File: config.mk
export PLATFORM = sky130hd
export DESIGN_NAME = dual_lockstep_guard
export DESIGN_NICKNAME = d
export VERILOG_FILES = /design/src/rtl/dual_lockstep_guard.sv
export SDC_FILE = /design/constraint.sdc
export NUM_CORES = 1
export LEC_CHECK = 0
export CORE_MARGIN = 1
export CORE_UTILIZATION = 40
export DETAILED_ROUTE_END_ITERATION = 8
export GPL_ROUTABILITY_DRIVEN = 0
export MAX_ROUTING_LAYER = met4
export PLACE_DENSITY = 0.85
export SETUP_SLACK_MARGIN = 0.4
export SLEW_MARGIN = 15
export SYNTH_ARGS = -nofsm -noshare
export SYNTH_HDL_FRONTEND = slang
export SYNTH_SLANG_ARGS = --single-unit
File: constraint.sdc
create_clock -name clk -period 4.71 [get_ports clk]
set_input_delay 1.1775 -clock clk [delete_from_list [all_inputs] [get_ports clk]]
set_output_delay 1.1775 -clock clk [all_outputs]
set_load 0.02 [all_outputs]
File: src/rtl/dual_lockstep_guard.sv
module dual_lockstep_guard #(
  parameter int DW     = 32,
  parameter int NFLT   = 4,
  parameter int WINW   = 16,
  parameter bit DEG_EN = 1'b1
) (
  input  logic            clk,
  input  logic            rst_n,
  input  logic [DW-1:0]   a_dat,
  input  logic            a_vld,
  input  logic [DW-1:0]   b_dat,
  input  logic            b_vld,
  input  logic [NFLT-1:0] flt_t,
  input  logic [NFLT-1:0] flt_f,
  input  logic            grant,
  input  logic [WINW-1:0] win_len,
  input  logic [1:0]      cmd,
  input  logic            cmd_vld,
  output logic [DW-1:0]   mod_dat,
  output logic            mod_vld,
  output logic            restart_o,
  output logic [1:0]      halt_o,
  output logic [1:0]      state_o,
  output logic [2:0]      cause_o
);

  typedef enum logic [1:0] {S_RUN = 2'd0, S_REC = 2'd1, S_HALT = 2'd2, S_DEG = 2'd3} st_e;

  st_e             st_q, st_d;
  logic [WINW-1:0] cnt_q;
  logic            dsel_q, dsel_d;
  logic            rst_d;
  logic            take;
  logic            rail_t_q, rail_f_q;
  logic [2:0]      cause_q;

  wire duplex  = (st_q == S_RUN) || (st_q == S_REC);
  wire active  = (st_q != S_HALT);
  wire cmp_err = duplex && ((a_vld ^ b_vld) || (a_vld && b_vld && (a_dat != b_dat)));
  wire ext_hit = |(flt_t & ~flt_f);
  wire ext_bad = |(~(flt_t ^ flt_f));

  wire cmp_dup  = duplex && !((a_vld == b_vld) && (!a_vld || (a_dat == b_dat)));
  wire ext_dup  = ~&(~flt_t | flt_f);
  wire rail_err = (rail_t_q == rail_f_q);

  wire chk_err = ext_bad || rail_err;
  wire flt     = cmp_err || ext_hit;

  always_comb begin
    st_d   = st_q;
    dsel_d = dsel_q;
    rst_d  = 1'b0;
    take   = 1'b0;
    unique case (st_q)
      S_RUN: begin
        if (chk_err) st_d = S_HALT;
        else if (flt) begin
          st_d  = S_REC;
          rst_d = 1'b1;
        end
      end
      S_REC: begin
        if (chk_err || flt) st_d = S_HALT;
        else if (cnt_q == '0) st_d = S_RUN;
      end
      S_HALT: begin
        if (cmd_vld && cmd == 2'b01) begin
          st_d  = S_RUN;
          rst_d = 1'b1;
          take  = 1'b1;
        end else if (cmd_vld && cmd[1] && DEG_EN) begin
          st_d   = S_DEG;
          dsel_d = cmd[0];
          rst_d  = 1'b1;
          take   = 1'b1;
        end
      end
      S_DEG: begin
        if (chk_err || ext_hit) st_d = S_HALT;
        else if (cmd_vld && cmd == 2'b01) begin
          st_d  = S_RUN;
          rst_d = 1'b1;
          take  = 1'b1;
        end
      end
      default: st_d = S_HALT;
    endcase
  end

  always_ff @(posedge clk or negedge rst_n) begin
    if (!rst_n) begin
      st_q      <= S_RUN;
      cnt_q     <= '0;
      dsel_q    <= 1'b0;
      restart_o <= 1'b0;
      rail_t_q  <= 1'b0;
      rail_f_q  <= 1'b1;
      cause_q   <= '0;
    end else begin
      st_q      <= st_d;
      dsel_q    <= dsel_d;
      restart_o <= rst_d;
      rail_t_q  <= active && flt;
      rail_f_q  <= !(active && (cmp_dup || ext_dup));
      if (st_q != S_REC && st_d == S_REC) cnt_q <= win_len;
      else if (st_q == S_REC && cnt_q != '0) cnt_q <= cnt_q - 1'b1;
      if (take) cause_q <= '0;
      else if (active) cause_q <= cause_q | {chk_err, ext_hit, cmp_err};
    end
  end

  wire          use_b   = (st_q == S_DEG) && dsel_q;
  wire [DW-1:0] sel_dat = use_b ? b_dat : a_dat;
  wire          sel_vld = use_b ? b_vld : a_vld;
  wire          out_en  = ((st_q == S_RUN) && !flt && !chk_err) ||
                          ((st_q == S_DEG) && !ext_hit && !chk_err);

  assign mod_vld = out_en && grant && sel_vld;
  assign mod_dat = mod_vld ? sel_dat : '0;
  assign state_o = st_q;
  assign cause_o = cause_q;
  assign halt_o  = (st_q == S_HALT) ? 2'b11 :
                   (st_q == S_DEG)  ? (dsel_q ? 2'b01 : 2'b10) : 2'b00;

  p_mismatch_recovers_r2: assert property (@(posedge clk) disable iff (!rst_n)
    (st_q == S_RUN && cmp_err && !chk_err) |=> (st_q == S_REC && restart_o));

  p_contain_r4: assert property (@(posedge clk) disable iff (!rst_n)
    (st_q == S_REC || st_q == S_HALT) |-> !mod_vld);

  p_recur_halts_r6: assert property (@(posedge clk) disable iff (!rst_n)
    (st_q == S_REC && (flt || chk_err)) |=> (st_q == S_HALT && halt_o == 2'b11));

  p_rail_halts_r7: assert property (@(posedge clk) disable iff (!rst_n)
    (active && chk_err) |=> (st_q == S_HALT));

  p_halt_holds_r8: assert property (@(posedge clk) disable iff (!rst_n)
    (st_q == S_HALT && !cmd_vld) |=> (st_q == S_HALT && $stable(cause_q)));

  p_deg_one_cpu_r10: assert property (@(posedge clk) disable iff (!rst_n)
    (st_q == S_DEG) |-> $onehot0(halt_o) && halt_o != 2'b00);

  p_cmd_ignored_r12: assert property (@(posedge clk) disable iff (!rst_n)
    (st_q == S_RUN && !flt && !chk_err) |=> (st_q == S_RUN));

endmodule

After elaboration in Yosys (flattened, before gate mapping):

Cells that the tools add are included.

* output and inout port bits: 41
* input bits: 96
* flip-flop bits (word level): 25
* logic and storage cells: 98

* $add $sub $neg: 1
* bitwise gates (word level): 9
* reduce and logical (&&, ||, !) cells: 43
* mux-type cells: 27
* equal/unequal tests: 11

Operators by type and width (number)
* 2-to-1 mux 32 bit: 2
* == test 32 bit: 1
* 2-to-1 mux 16 bit: 2
* != test 32 bit: 1
* 2-to-1 mux 2 bit: 11
* logical AND 1 bit: 18
* zero test 16 bit: 1
* nonzero test 16 bit: 1
* subtractor 16 x 1 -> 16 bit (second input constant): 1
* NOT 4 bit: 3
* logical OR 1 bit: 9
* one-hot mux 2 bit (4 select lines): 1
* OR reduction 4 bit: 2
* zero test 1 bit: 7
* 2-to-1 mux 1 bit: 7
* == test 2 x 1 -> 1 bit (second input constant): 3
* 2-to-1 mux 3 bit: 2
* AND 4 bit: 1
* == test 2 bit (second input constant): 2
* OR 4 bit: 1
* AND reduction 4 bit: 1
* nonzero test 2 bit: 2
* bitwise XOR 4 bit: 1
* OR 3 bit: 1
* other kinds (9): 10

Longest topological paths before layout:

* depth in word-level cells: 12
* gate-level depth with buffers: 9
* mapped depth without buffers: 8

Worst setup path before layout:

Ideal clock, no wire load.

* path type: in2out
* from: input port flt_f[1]
* to: output port mod_dat[10]
* buffers on the path: 1
* data arrival time: 3222 ps
* setup slack: 310 ps
* stages on the path: 9
* required time: 3533 ps
* path through: inv_1 ha_1 or4_4 nor2_1 nand2_1 a21oi_1 nand2_1 buf_2 nor3_1

* cells in the longest elaborated chain, start to end: 11
* elaborated cells on any way between the ends: 19
* those cells by class: 1 x mux; 4 x bitwise; 14 x reduce/logical

Ends and longest elaborated chain
* from (decl): RTL line 14 `input logic [NFLT-1:0] flt_f,`
* NOT 4 bit: RTL line 40 `wire ext_hit = |(flt_t & ~flt_f);`
* AND 4 bit: RTL line 40
* OR reduction 4 bit: RTL line 40
* logical OR 1 bit: RTL line 48 `wire flt = cmp_err || ext_hit;`
* zero test 1 bit: RTL line 116 `wire out_en = ((st_q == S_RUN) && !flt && !chk_err) ||`
* logical AND 1 bit (2 in series): RTL line 116
* logical OR 1 bit (*): RTL line 116
* logical AND 1 bit (*) (2 in series): RTL line 119 `assign mod_vld = out_en && grant && sel_vld;`
* 2-to-1 mux 32 bit (*): RTL line 120 `assign mod_dat = mod_vld ? sel_dat : '0;`
* to (decl): RTL line 19 `output logic [DW-1:0] mod_dat,`

Mark *: on every way between the ends. The rest lies on a longest branch, timed or not.

Final worst setup path:

* from: input port flt_t[0]
* to: output port mod_dat[3]

* cells in the longest elaborated chain, start to end: 10
* elaborated cells on any way between the ends: 18
* those cells by class: 1 x mux; 3 x bitwise; 14 x reduce/logical

Ends and longest elaborated chain
* from (decl): RTL line 13 `input logic [NFLT-1:0] flt_t,`
* AND 4 bit / bitwise XOR 4 bit (equally long branches): RTL line 40, 41
* OR reduction 4 bit / NOT 4 bit (equally long branches): RTL line 40, 41
* logical OR 1 bit / OR reduction 4 bit (equally long branches): RTL line 48, 41
* zero test 1 bit / logical OR 1 bit (equally long branches): RTL line 116, 47
* logical AND 1 bit / zero test 1 bit (equally long branches): RTL line 116, 117
* logical AND 1 bit, on equally long branches: RTL line 116, 117
* logical OR 1 bit (*): RTL line 116
* logical AND 1 bit (*) (2 in series): RTL line 119
* 2-to-1 mux 32 bit (*): RTL line 120

Marks and branches as above.

==> impl_metrics.xml <==
<?xml version="1.0" encoding="UTF-8"?>
<metrics>
  <group name="yosys">
    <metric name="synth.distinct_cells" unit="">53</metric>
    <metric name="synthesis.area_per_instance" unit="sq um">8.86</metric>
    <metric name="seq_area_frac_synth" unit="%">24.6</metric>
    <metric name="synth_edf_count" unit="">0</metric>
    <metric name="synthesis_warning_total" unit="">0</metric>
    <metric name="synthFlopType" unit="">dfrtp_1</metric>
    <metric name="synth_seq_cells" unit="">25</metric>
    <metric name="post_synth_instance_area" unit="sq um">2540</metric>
    <metric name="syn-num-nets" unit="">389</metric>
    <metric name="ys_async_sr_fraction" unit="%">100</metric>
    <metric name="netlist_instances" unit="">287</metric>
  </group>
  <group name="worst_setup_path">
    <metric name="worst_reg2reg_path_startpoint" unit="">cnt_q[0]</metric>
    <metric name="cp_data_arrival_time" unit="ns">3.31</metric>
    <metric name="setup.worst_path.start_class" unit="">input port</metric>
    <metric name="worst_r2r_endpoint" unit="">cnt_q[13]</metric>
    <metric name="ff2ff_path_depth" unit="">8</metric>
    <metric name="reg2reg_setup_slack" unit="ns">2.41</metric>
    <metric name="cp.required" unit="ns">3.53</metric>
    <metric name="crit_type" unit="">in2out</metric>
    <metric name="setup.worst_path.end_class" unit="">output port</metric>
    <metric name="path_max_fanout" unit="">8</metric>
  </group>
  <group name="cts">
    <metric name="tritoncts.num_buffers" unit="">3</metric>
    <metric name="cts-hold-fix-buffers" unit="">0</metric>
    <metric name="cts_num_sinks" unit="">25</metric>
    <metric name="tritoncts" unit="">yes</metric>
    <metric name="root_buffer" unit="">clkbuf_8</metric>
    <metric name="max-clock-path-buffers" unit="">2</metric>
    <metric name="reg_clk_slew_reported_paths" unit="ns">0.09</metric>
    <metric name="cts_max_level" unit="">1</metric>
    <metric name="insertion_delay" unit="ns">0.28</metric>
  </group>
  <group name="routing">
    <metric name="drc" unit="">0</metric>
    <metric name="first_iter_violations" unit="">287</metric>
    <metric name="via_per_inst" unit="">6.13</metric>
    <metric name="via_count" unit="">3225</metric>
    <metric name="detail_route.wl_per_cell" unit="um">23.1</metric>
    <metric name="drt.antenna.violating_nets" unit="">0</metric>
    <metric name="detail_route.wirelength" unit="um">12200</metric>
    <metric name="drt_first_pass_iters" unit="">8</metric>
  </group>
  <group name="global_route">
    <metric name="grt_overflow_total" unit="">0</metric>
    <metric name="first_global_vias" unit="">2990</metric>
    <metric name="grt_util_met3" unit="%">5.22</metric>
    <metric name="global_route.usage.met2" unit="%">52.1</metric>
    <metric name="grt_most_used_layer" unit="">met2</metric>
    <metric name="grt_antenna_before_repair" unit="">4</metric>
    <metric name="grt_start_max_net_pins" unit="">33</metric>
    <metric name="global_route_wire_length_before_repair" unit="um">14900</metric>
    <metric name="groute.layer.met1.usage" unit="%">34.8</metric>
    <metric name="grt_usage" unit="%">30.5</metric>
  </group>
  <group name="worst_hold_path">
    <metric name="hold_path_class" unit="">reg2reg</metric>
    <metric name="timing.hold.worst_endpoint" unit="">cause_o[2]</metric>
    <metric name="hold_path_depth" unit="">1</metric>
    <metric name="hold_start" unit="">cause_o[2]</metric>
  </group>
  <group name="floorplan">
    <metric name="die_x" unit="um">81.7</metric>
    <metric name="dieArea" unit="sq um">6680</metric>
    <metric name="io-pin-count" unit="">137</metric>
    <metric name="num_rows" unit="">28</metric>
    <metric name="floorplan.initialDensity" unit="%">42.2</metric>
    <metric name="dieHeight" unit="um">81.7</metric>
    <metric name="design.core.area" unit="sq um">6030</metric>
  </group>
  <group name="sta">
    <metric name="final_min_period_over_clock_period" unit="%">95.2</metric>
    <metric name="setup-violations-final" unit="">0</metric>
    <metric name="rsz0062_at_grt" unit="">yes</metric>
    <metric name="fin_crit" unit="ns">4.49</metric>
    <metric name="timing.slew.headroom" unit="%">25.6</metric>
    <metric name="final.setup.worst_slack" unit="ns">0.224</metric>
    <metric name="drv_slew" unit="">0</metric>
    <metric name="final.setup_skew" unit="ns">0.00278</metric>
    <metric name="timing.hold.ws" unit="ns">0.509</metric>
    <metric name="timing.fmax" unit="GHz">0.223</metric>
    <metric name="hold_violation_total_from_the_final_report" unit="">0</metric>
    <metric name="timing_worst_slew_pin_value" unit="ns">1.11</metric>
  </group>
  <group name="final_layout">
    <metric name="final_cell_count_without_fillers" unit="">526</metric>
    <metric name="number_of_nets_in_the_layout" unit="">550</metric>
    <metric name="final_layout_size_suffix_gt1_share" unit="%">36.0</metric>
    <metric name="fillCellCount" unit="">355</metric>
    <metric name="post-route-util" unit="%">79.7</metric>
    <metric name="fin_area" unit="sq um">4800</metric>
    <metric name="syn_to_final_growth" unit="%">88.7</metric>
  </group>
  <group name="placed_design">
    <metric name="dpl-instance-area" unit="sq um">4050</metric>
    <metric name="placedCellCount" unit="">496</metric>
    <metric name="placement.io_buffers" unit="">136</metric>
    <metric name="dpl_worst_slack" unit="ns">-0.612</metric>
    <metric name="detailed_place_hpwl" unit="um">6420</metric>
  </group>
  <group name="run_status">
    <metric name="run_status" unit="">finished, final reports clean</metric>
  </group>
  <group name="job">
    <metric name="maxCapViolations" unit="">0</metric>
  </group>
  <group name="pwr">
    <metric name="power-per-cell-area" unit="nW/um^2">301</metric>
    <metric name="peakVddDrop" unit="V">0.000275</metric>
    <metric name="p_leak" unit="uW">0.00226</metric>
  </group>
</metrics>
-- critical path, stage by stage --
cell	delay, ns
buf_2	0.12
ha_4	0.23
or4_4	0.54
nor2_4	0.15
nand2_2	0.08
a21oi_2	0.14
nand2_2	0.13
buf_6	0.16
buf_16	0.16
nor3_2	0.22
buf_4	0.19
-- flip-flops by register name, indices dropped and copies added, names as in the netlist --
| name | cells |
|---|---|
| rail_t_q | 1 |
| dsel_q | 1 |
| cause_o | 3 |
| cnt_q | 16 |
| rail_f_q | 1 |
| state_o | 2 |
| restart_o | 1 |
-- metrics by stage --
stage	setup TNS, ns	power (uW)
floorplan	0	851
global placement	-13.04	1110
detailed placement	-13.93	1130
CTS	0	1350
global route	0	1510
finish	0	1440
-- timing repair --
| item | in CTS | in global routing |
|---|---|---|
| setup endpoints to repair | 33 | 45 |
| resized for setup | 307 | 97 |
| endpoints found under the hold margin | 0 | 0 |
| setup buffers | 12 | 3 |
| cloned | 6 | 1 |
| pin swaps | 22 | 40 |
-- power by group --
group,internal (uW),switching (uW)
clock network,60.1,73.8
logic,407,477
registers,312,114
-- layout by cell type (no fill, tap or decap), drive strengths merged, types with 3 or more instances in the layout --
master / count
buf: 73
dlygate4sd2: 52
nor3: 37
xor2: 34
mux2i: 32
clkdlybuf4s50: 31
dfrtp: 24
nand2: 16
nor2: 15
nor4: 15
mux2: 14
nand3: 10
inv: 9
xnor2: 8
dlymetal6s2s: 8
ha: 6
o21a: 5
o21ai: 5
clkbuf: 5
a21oi: 5
diode: 4
nand4: 4
a21boi: 4
nor2b: 3
clkdlybuf4s15: 3
-- synth_stat cells (4+ instances only) --
cell type | instances | area, sq um
nand2_1 | 15 | 56.3
nand4_1 | 4 | 25.0
mux2_2 | 11 | 124
nor3_1 | 36 | 180
xnor2_1 | 8 | 70.1
a21oi_1 | 4 | 20.0
nor2_1 | 15 | 56.3
xor2_1 | 34 | 298
nand3_1 | 10 | 50.1
nor4_1 | 13 | 81.3
ha_1 | 6 | 75.1
mux2i_1 | 32 | 320
dfrtp_1 | 24 | 601
a21boi_0 | 4 | 30.0
o21ai_0 | 4 | 20.0
o21a_1 | 5 | 37.5
clkbuf_1 | 8 | 30.0
inv_1 | 9 | 33.8
-- cells by family (layout without fill, tap and decap cells) --
family          after synthesis  in the layout  synth area share (%)
simple gates                111            111                  24.3
mux                          46             46                  19.2
xor+xnor                     42             42                  14.5
compound gates               34             34                  10.3
flops                        25             25                  24.6
buf+inv                      23            183                  4.13
fa+ha+maj                     6              6                  2.95
other cells                   0              4                     0
-- how the worst max path moves through the flow --
| stage | startpoint | end | slack, ns | cells past startpoint |
|---|---|---|---|---|
| 2_1_floorplan | flt_f[1] | mod_dat[10] | 0.31 | 9 |
| 3_3_place_gp | flt_f[1] | mod_dat[20] | -0.59 | 11 |
| 3_5_place_dp | flt_f[1] | mod_dat[20] | -0.61 | 11 |
| 4_1_cts | flt_t[1] | mod_dat[13] | 0.38 | 10 |
| 5_1_grt | flt_f[1] | mod_dat[3] | 0.18 | 12 |
| 6_report | flt_t[0] | mod_dat[3] | 0.22 | 11 |
-- per-layer routing --
| layer | part of all wire [%] | wire length, um |
|---|---|---|
| met5 | 0 | 0 |
| met4 | 6.8 | 833 |
| met3 | 7.2 | 870 |
| met2 | 51 | 6210 |
| met1 | 35 | 4250 |
-- final cells by class --
type / instances / area, sq um / area share [%]
antenna: 4 / 10.0 / 0.209
clock buffer: 3 / 41.3 / 0.860
clock inverter: 1 / 7.51 / 0.156
inverter: 9 / 36.3 / 0.756
multi-input combinational: 239 / 2260 / 47.1
sequential: 25 / 627 / 13.1
tap: 75 / 93.8 / 1.96
timing repair buffer: 170 / 1730 / 35.9
Power figures use the tool's default switching activity.
